===== src/rtl/wdg_pkg.sv =====
package wdg_pkg;
  typedef enum logic [1:0] {
    OUT_NONE  = 2'd0,
    OUT_RESET = 2'd1,
    OUT_WAKE  = 2'd2
  } wdg_outcome_t;
endpackage


===== src/rtl/wdg_enable.sv =====
module wdg_enable (
  input  logic clk,
  input  logic rst,
  input  logic hw_en,
  input  logic sw_wr,
  input  logic sw_data,
  output logic en,
  output logic osc_en
);
  logic sw_q;

  always_ff @(posedge clk) begin
    if (rst) sw_q <= 1'b0;
    else if (sw_wr) sw_q <= sw_data;
  end

  assign en = hw_en | sw_q;

  always_ff @(posedge clk) begin
    if (rst) osc_en <= 1'b0;
    else osc_en <= en;
  end

  // forced enable keeps the tick source on
  assert_hw_on_R3: assert property (@(posedge clk) disable iff (rst)
    hw_en |=> osc_en);
endmodule


===== src/rtl/wdg_prescaler.sv =====
module wdg_prescaler #(
  parameter int SHORT_LOG2 = 5,
  parameter int LONG_LOG2  = 7
) (
  input  logic clk,
  input  logic rst,
  input  logic restart,
  input  logic tick,
  input  logic long_sel,
  output logic tc
);
  localparam int CW = LONG_LOG2;
  localparam logic [CW-1:0] SHORT_LAST = CW'((1 << SHORT_LOG2) - 1);

  logic          long_q;
  logic [CW-1:0] cnt_q;
  logic [CW-1:0] last;

  always_comb last = long_q ? {CW{1'b1}} : SHORT_LAST;
  assign tc = tick & (cnt_q == last);

  always_ff @(posedge clk) begin
    if (restart) begin
      cnt_q  <= '0;
      long_q <= long_sel;
    end else if (tick) begin
      cnt_q <= tc ? '0 : cnt_q + 1'b1;
    end
  end

  // count never passes the selected ratio
  assert_pre_bound_R1: assert property (@(posedge clk) disable iff (rst)
    cnt_q <= last);
endmodule


===== src/rtl/wdg_postscaler.sv =====
module wdg_postscaler #(
  parameter int SEL_W = 4
) (
  input  logic             clk,
  input  logic             rst,
  input  logic             restart,
  input  logic             step,
  input  logic [SEL_W-1:0] sel,
  output logic             tc
);
  localparam int POST_W = (1 << SEL_W) - 1;

  logic [SEL_W-1:0]  sel_q;
  logic [POST_W-1:0] cnt_q;
  logic [POST_W-1:0] last;

  always_comb last = ~({POST_W{1'b1}} << sel_q);
  assign tc = step & (cnt_q == last);

  always_ff @(posedge clk) begin
    if (restart) begin
      cnt_q <= '0;
      sel_q <= sel;
    end else if (step) begin
      cnt_q <= tc ? '0 : cnt_q + 1'b1;
    end
  end

  // count stays inside the 2^N window latched at restart
  assert_post_bound_R2: assert property (@(posedge clk) disable iff (rst)
    cnt_q <= last);
endmodule


===== src/rtl/wake_watchdog.sv =====
module wake_watchdog #(
  parameter int SHORT_LOG2 = 5,
  parameter int LONG_LOG2  = 7,
  parameter int SEL_W      = 4
) (
  input  logic             clk,
  input  logic             rst,
  input  logic             tick_en,
  input  logic             hw_force_en,
  input  logic             sw_en_wr,
  input  logic             sw_en_wdata,
  input  logic             pre_long,
  input  logic [SEL_W-1:0] post_sel,
  input  logic             kick,
  input  logic             lp_enter,
  input  logic             lp_exit,
  input  logic             clk_sw_done,
  input  logic             in_lowpower,
  input  logic             flag_clr,
  output logic             rst_req,
  output logic             wake_req,
  output logic             timeout_flag,
  output logic             osc_en
);
  import wdg_pkg::*;

  logic         en;
  logic         clr_any;
  logic         timeout;
  logic         restart;
  logic         pre_tc;
  logic         post_tc;
  wdg_outcome_t outcome;
  logic         flag_q = 1'b0;

  wdg_enable u_enable (
    .clk    (clk),
    .rst    (rst),
    .hw_en  (hw_force_en),
    .sw_wr  (sw_en_wr),
    .sw_data(sw_en_wdata),
    .en     (en),
    .osc_en (osc_en)
  );

  assign clr_any = rst | kick | lp_enter | lp_exit | clk_sw_done;
  assign timeout = en & post_tc & ~clr_any;
  assign restart = clr_any | ~en | timeout;

  wdg_prescaler #(.SHORT_LOG2(SHORT_LOG2), .LONG_LOG2(LONG_LOG2)) u_pre (
    .clk     (clk),
    .rst     (rst),
    .restart (restart),
    .tick    (tick_en),
    .long_sel(pre_long),
    .tc      (pre_tc)
  );

  wdg_postscaler #(.SEL_W(SEL_W)) u_post (
    .clk    (clk),
    .rst    (rst),
    .restart(restart),
    .step   (pre_tc),
    .sel    (post_sel),
    .tc     (post_tc)
  );

  always_comb begin
    outcome = OUT_NONE;
    if (timeout) outcome = in_lowpower ? OUT_WAKE : OUT_RESET;
  end

  always_ff @(posedge clk) begin
    if (rst) begin
      rst_req  <= 1'b0;
      wake_req <= 1'b0;
    end else begin
      rst_req  <= (outcome == OUT_RESET);
      wake_req <= (outcome == OUT_WAKE);
    end
  end

  // flag is not touched by rst so it survives the reset it provokes
  always_ff @(posedge clk) begin
    if (timeout) flag_q <= 1'b1;
    else if (flag_clr) flag_q <= 1'b0;
  end
  assign timeout_flag = flag_q;

  // reset request is a single-cycle pulse
  assert_rst_pulse_R6: assert property (@(posedge clk) disable iff (rst)
    rst_req |=> !rst_req);
  // never both outcomes at once
  assert_one_kind_R7: assert property (@(posedge clk) disable iff (rst)
    !(rst_req && wake_req));
  // every request is accompanied by the sticky flag
  assert_flag_set_R8: assert property (@(posedge clk) disable iff (rst)
    (rst_req || wake_req) |-> timeout_flag);
  // a restart event suppresses any request in the next cycle
  assert_clear_wins_R10: assert property (@(posedge clk) disable iff (rst)
    (kick || lp_enter || lp_exit || clk_sw_done) |=> !(rst_req || wake_req));
endmodule


===== config.mk =====
export PLATFORM = sky130hd
export DESIGN_NAME = wake_watchdog
export DESIGN_NICKNAME = d
export VERILOG_FILES = /design/src/rtl/wdg_pkg.sv /design/src/rtl/wdg_enable.sv /design/src/rtl/wdg_prescaler.sv /design/src/rtl/wdg_postscaler.sv /design/src/rtl/wake_watchdog.sv
export SDC_FILE = /design/constraint.sdc
export NUM_CORES = 1
export LEC_CHECK = 0
export ABC_AREA = 1
export BUFFER_PORTS_ARGS = -buffer_cell sky130_fd_sc_hd__buf_4
export CAP_MARGIN = 20
export CELL_PAD_IN_SITES_DETAIL_PLACEMENT = 0
export CELL_PAD_IN_SITES_GLOBAL_PLACEMENT = 2
export CORE_MARGIN = 3
export CORE_UTILIZATION = 32
export CTS_CLUSTER_SIZE = 40
export DETAILED_ROUTE_END_ITERATION = 16
export PLACE_DENSITY_LB_ADDON = 0.08
export SLEW_MARGIN = 20
export SYNTH_ARGS = -nofsm -noshare
export SYNTH_HDL_FRONTEND = slang
export SYNTH_HIERARCHICAL = 1
export SYNTH_SLANG_ARGS = --single-unit

===== constraint.sdc =====
create_clock -name clk -period 3.2 [get_ports clk]
set_input_delay 0.32 -clock clk [delete_from_list [all_inputs] [get_ports clk]]
set_output_delay 0.32 -clock clk [all_outputs]
set_load 0.02 [all_outputs]

==> results.md <==
Run status:
- The run finished with clean final reports.

Critical path:
- Traced cell by cell, the critical path runs through ha_1 > nand3_1 > nor2_2 > nand2_2 > inv_1 > inv_1 > nor2_1 > nand2_1 > nor2_1 > nand2_1 > nor2_2 > nand3_2 > inv_1 > nand2_1 > nand4_1 > inv_1 > nand2_2 > nor2_1.
- The critical path is of the flop to flop type.
- The number of buffers and inverters on the critical path is 4.
- The longest individual stage delay on the worst path is ~370 ps.
- Along the worst path, the maximum fanout reaches 12.
- The most numerous cell type found on the critical path is inv_1.
- STA classifies the critical path startpoint as a flop.
- The arrival time at the worst endpoint is 2810 ps.
- Among cell families on the critical path, the largest total delay comes from simple AND/OR/NAND/NOR gates.
- For this design, the slowest cell found on the critical path is dfxtp_1.
- The element type at the critical path end is a flop.
- Data on the critical path is required at its endpoint by roughly 3400 ps.

Place:
- The worst setup slack after placement is approximately 520 ps.
- The placed wire-length estimate after detailed placement is ~4000 µm.
- The number of buffers inserted by port buffering is 20.
- The final weighted congestion in routability-driven placement is 0.812.
- The placed instances occupy a cell area of ~0.0022 mm².
- Counting tap cells, the placed design contains a total of 393 instances.

Synthesis:
- Dividing the synthesized area by the synthesized cell count gives around 6.5 µm².
- The post-synth net total is 320.
- The post-synthesis cell type with the largest combined area is dfxtp_1.
- The count of cell types in the netlist is 26.
- The most common cell in the synthesized netlist is nand2_1.
- The post-synthesis instance area is roughly 0.002 mm².
- The most instantiated flip-flop cell in the synthesis netlist is dfxtp_1.
- Of the post-synthesis cell area, the part taken by muxes is 0%.
- The share of flip-flops with an asynchronous set or reset is 0%.
- The commonest cells after synthesis are nand2_1 (90), inv_1 (42), nor2_1 (42).
- By area, the combinational part of the netlist is dominated by simple AND/OR/NAND/NOR gates.
- Ranked by total cell area, the synthesized netlist is headed by dfxtp_1 (28%), nand2_1 (17%), inv_1 (8.1%).
- The xor/xnor cell area share of the yosys netlist is 4.03%.
- The fraction of synthesized cell area taken by the top area cell type is about 28%.
- The register area share after synthesis is a little over a third.
- The basic-gate share of the synthesized area counting and, or, nand and nor cells is a little under half.
- The number of synthesized flops with an enable pin is 5.
- Synthesis inferred 32 register bits.
- The number of instances in the synthesized netlist is 301.
- The synthesized netlist devotes under 10% of its cell area to compound gates.
- The synthesis warning total is 6.
- After Yosys synthesis, full adders, half adders and majority gates account for under 10% of the synthesized area.

Routing:
- The final routed wire length divided by cell count is between 10 and 15 µm.
- The routed via count is roughly 1900.
- Once detail routing completed, the nets flagged for antenna violations numbered 0.
- The pre-antenna-repair detailed-routing pass consisted of 4 iterations.
- The per-cell via count in the routed design is between 4 and 5.
- For this block, the initial DRC count from the detailed router was ~110.
- For this run, design rule violations remaining after detail routing come to 0.
- The final layout contains routed wiring with a total length of between 4000 and 5000 µm.

Pwr:
- The internal power of the cells is between 0.0006 and 0.0007 W.
- The relative contribution of the clock network to total power is approximately two fifths.
- The leakage dissipation is about 1.0 nW.
- Dividing total power by cell area gives a power density of approximately 370 mW/mm².
- The part of the total power dissipated in combinational logic is under 10%.
- Of the total power, registers draw about half.
- VDD sags by at most around 0.21 mV.
- In this run the power spent charging and discharging nets is about 0.00021 W.
- Net switching is 24.4% of the power.

Finish:
- The final instance area is approximately 0.0023 mm².
- The repair_antennas step left the layout with diodes totalling 0.
- Relative to the synthesized area, the layout overhead comes to 17.3%.
- The count of placed standard cells in the final layout, fillers left out is ~400.
- Of the cells placed in the final design, the portion with a size suffix greater than 1 is 19.5%.
- The final layout net count is 347.

Die:
- The initial core utilization is around a third.
- After floorplanning, the core was divided into 27 placement rows.
- In this run the count of I/O pins placed on the die edge is 21.
- The y dimension of the die is between 80 and 90 µm.
- In this run the horizontal extent of the chip is approximately 84 µm.
- The area of the core is about 0.0057 mm².
- The area of the die is between 0.007 and 0.008 mm².

STA:
- In this run the tightest slew margin relative to its limit is 72.9%.
- At the pin with the least slew margin, the transition time is roughly 410 ps.
- The number of hold violations in the final report is 0.
- The summed negative setup slack over all endpoints is 0 ps.
- The number of setup violations in the final report is 0.
- The period utilization is 82.5%.
- For the finished layout, the period the worst path requires is approximately 2600 ps.
- The worst clock skew is ~5 ps.
- Derived from the worst setup path, the maximum achievable clock frequency is roughly 380 MHz.
- The worst path meets setup with between 500 and 600 ps of slack.
- The final-report max-slew violation count was 0.
- Setup repair after global routing left no endpoint under its margin.
- On the final layout, the worst hold slack is 208 ps.

Clocking:
- The hold-fix buffer count after cts is 0.
- At the later pin of the worst-skew pair, clock insertion delay measures 280 ps.
- The number of sinks driven by the clock tree is 32.
- TritonCTS built the clock tree.
- The number of clock buffers inserted by TritonCTS is 5.
- The number of gates given a new drive strength after cts is 0.
- The clock transition at the registers of the reported paths is around 70 ps.
- The master cell of the clock root buffer is clkbuf_8.
- CTS built an H-tree with a depth of 2.
- The number of buffers inserted by post-CTS setup repair is 0.
- The maximum buffer depth of the clock tree is 2.

GRT:
- The met3 track demand over resource is approximately 3.5%.
- The number of antenna violations at the first check in global routing is 0.
- After global routing, the most crowded layer is met2.
- Global routing consumed, on the met2 layer, around a quarter of the routing resources.
- The met1 demand-to-capacity share in global routing is 18.2%.
- The global-route total usage across every layer is between 10% and 20%.
- The first global-routing pass estimated between 8000 and 9000 µm of wire.
- The maximum number of pins on one net before global-route repair is 13.
- Global routing finished with a remaining overflow of 0.
- The number of global-route vias before repair came to around 1800.

Job:
- The number of max-cap violations is 0.

Hold path:
- The worst hold path class is input port to flop.
final timing paths:
path / startpoint / end / slack (ps) / cells after the start
hold reg to reg: timeout_flag / timeout_flag / 470 / 2
hold / removal: pre_long / u_pre/long_q / 210 / 1
setup reg to reg: u_pre/cnt_q[0] / u_post/cnt_q[13] / 560 / 18
setup / recovery: u_pre/cnt_q[0] / u_post/cnt_q[13] / 560 / 18
cells by family after synthesis:
kind of cell | count (synthesis)
adder cells (fa/ha/maj) | 2
AO/OA/AOI/OAI | 12
AND/OR/NAND/NOR | 199
buffers and inverters | 47
flip-flops | 32
XOR/XNOR | 9
metal layers:
metal	part of all wire [%]	wire, µm	vias to the layer above
li1	-	-	984
met1	43	2100	820
met2	49	2410	43
met3	6.4	313	11
met4	2.0	96	0
met5	0	0	-
stage by stage:
stage | utilization [%] | total power [W]
final | 40.2 | 0.000851
after global routing | 40.2 | 0.000893
after CTS | 40.2 | 0.000868
after detailed placement | 38.4 | 0.000502
after global placement | 38.4 | 0.000504
after floorplan | - | 0.000472
power groups by stage:
| stage | combinational (W) | sequential [W] | clock [W] |
|---|---|---|---|
| floorplan | 0.0000437 | 0.000428 | 0 |
| global placement | 0.0000733 | 0.000431 | 0 |
| detailed placement | 0.0000716 | 0.000431 | 0 |
| CTS | 0.0000720 | 0.000421 | 0.000375 |
| global route | 0.0000809 | 0.000422 | 0.000389 |
| finish | 0.0000716 | 0.000422 | 0.000358 |
cell type report:
| class | count | area [µm²] |
|---|---|---|
| Tap cell | 72 | 90.1 |
| Clock buffer | 7 | 97.6 |
| Clock inverter | 1 | 5.00 |
| Inverter | 45 | 169 |
| Timing Repair Buffer | 22 | 165 |
| Sequential cell | 32 | 691 |
| Fill cell | 628 | 3410 |
| Multi-Input combinational cell | 222 | 1080 |
placed cells by master (no fill, tap or decap), drive strengths merged:
| cell type | instances |
|---|---|
| nand2 | 95 |
| nor2 | 61 |
| inv | 45 |
| nand3 | 29 |
| dfxtp | 27 |
| buf | 22 |
| xor2 | 9 |
| o21ai | 9 |
| clkbuf | 7 |
| nand4 | 6 |
| nor3 | 6 |
| edfxtp | 5 |
| ha | 2 |
| a21oi | 2 |
| clkinv | 1 |
| and3 | 1 |
| o22ai | 1 |
| nand3b | 1 |
flip-flops by register name, summed over array words and instances, names as in the netlist:
register,cells
u_enable/osc_en,1
rst_req,1
u_enable/sw_q,1
u_pre/long_q,1
wake_req,1
u_pre/cnt_q,7
timeout_flag,1
u_post/sel_q,4
u_post/cnt_q,15
Power figures use the tool's default switching activity.
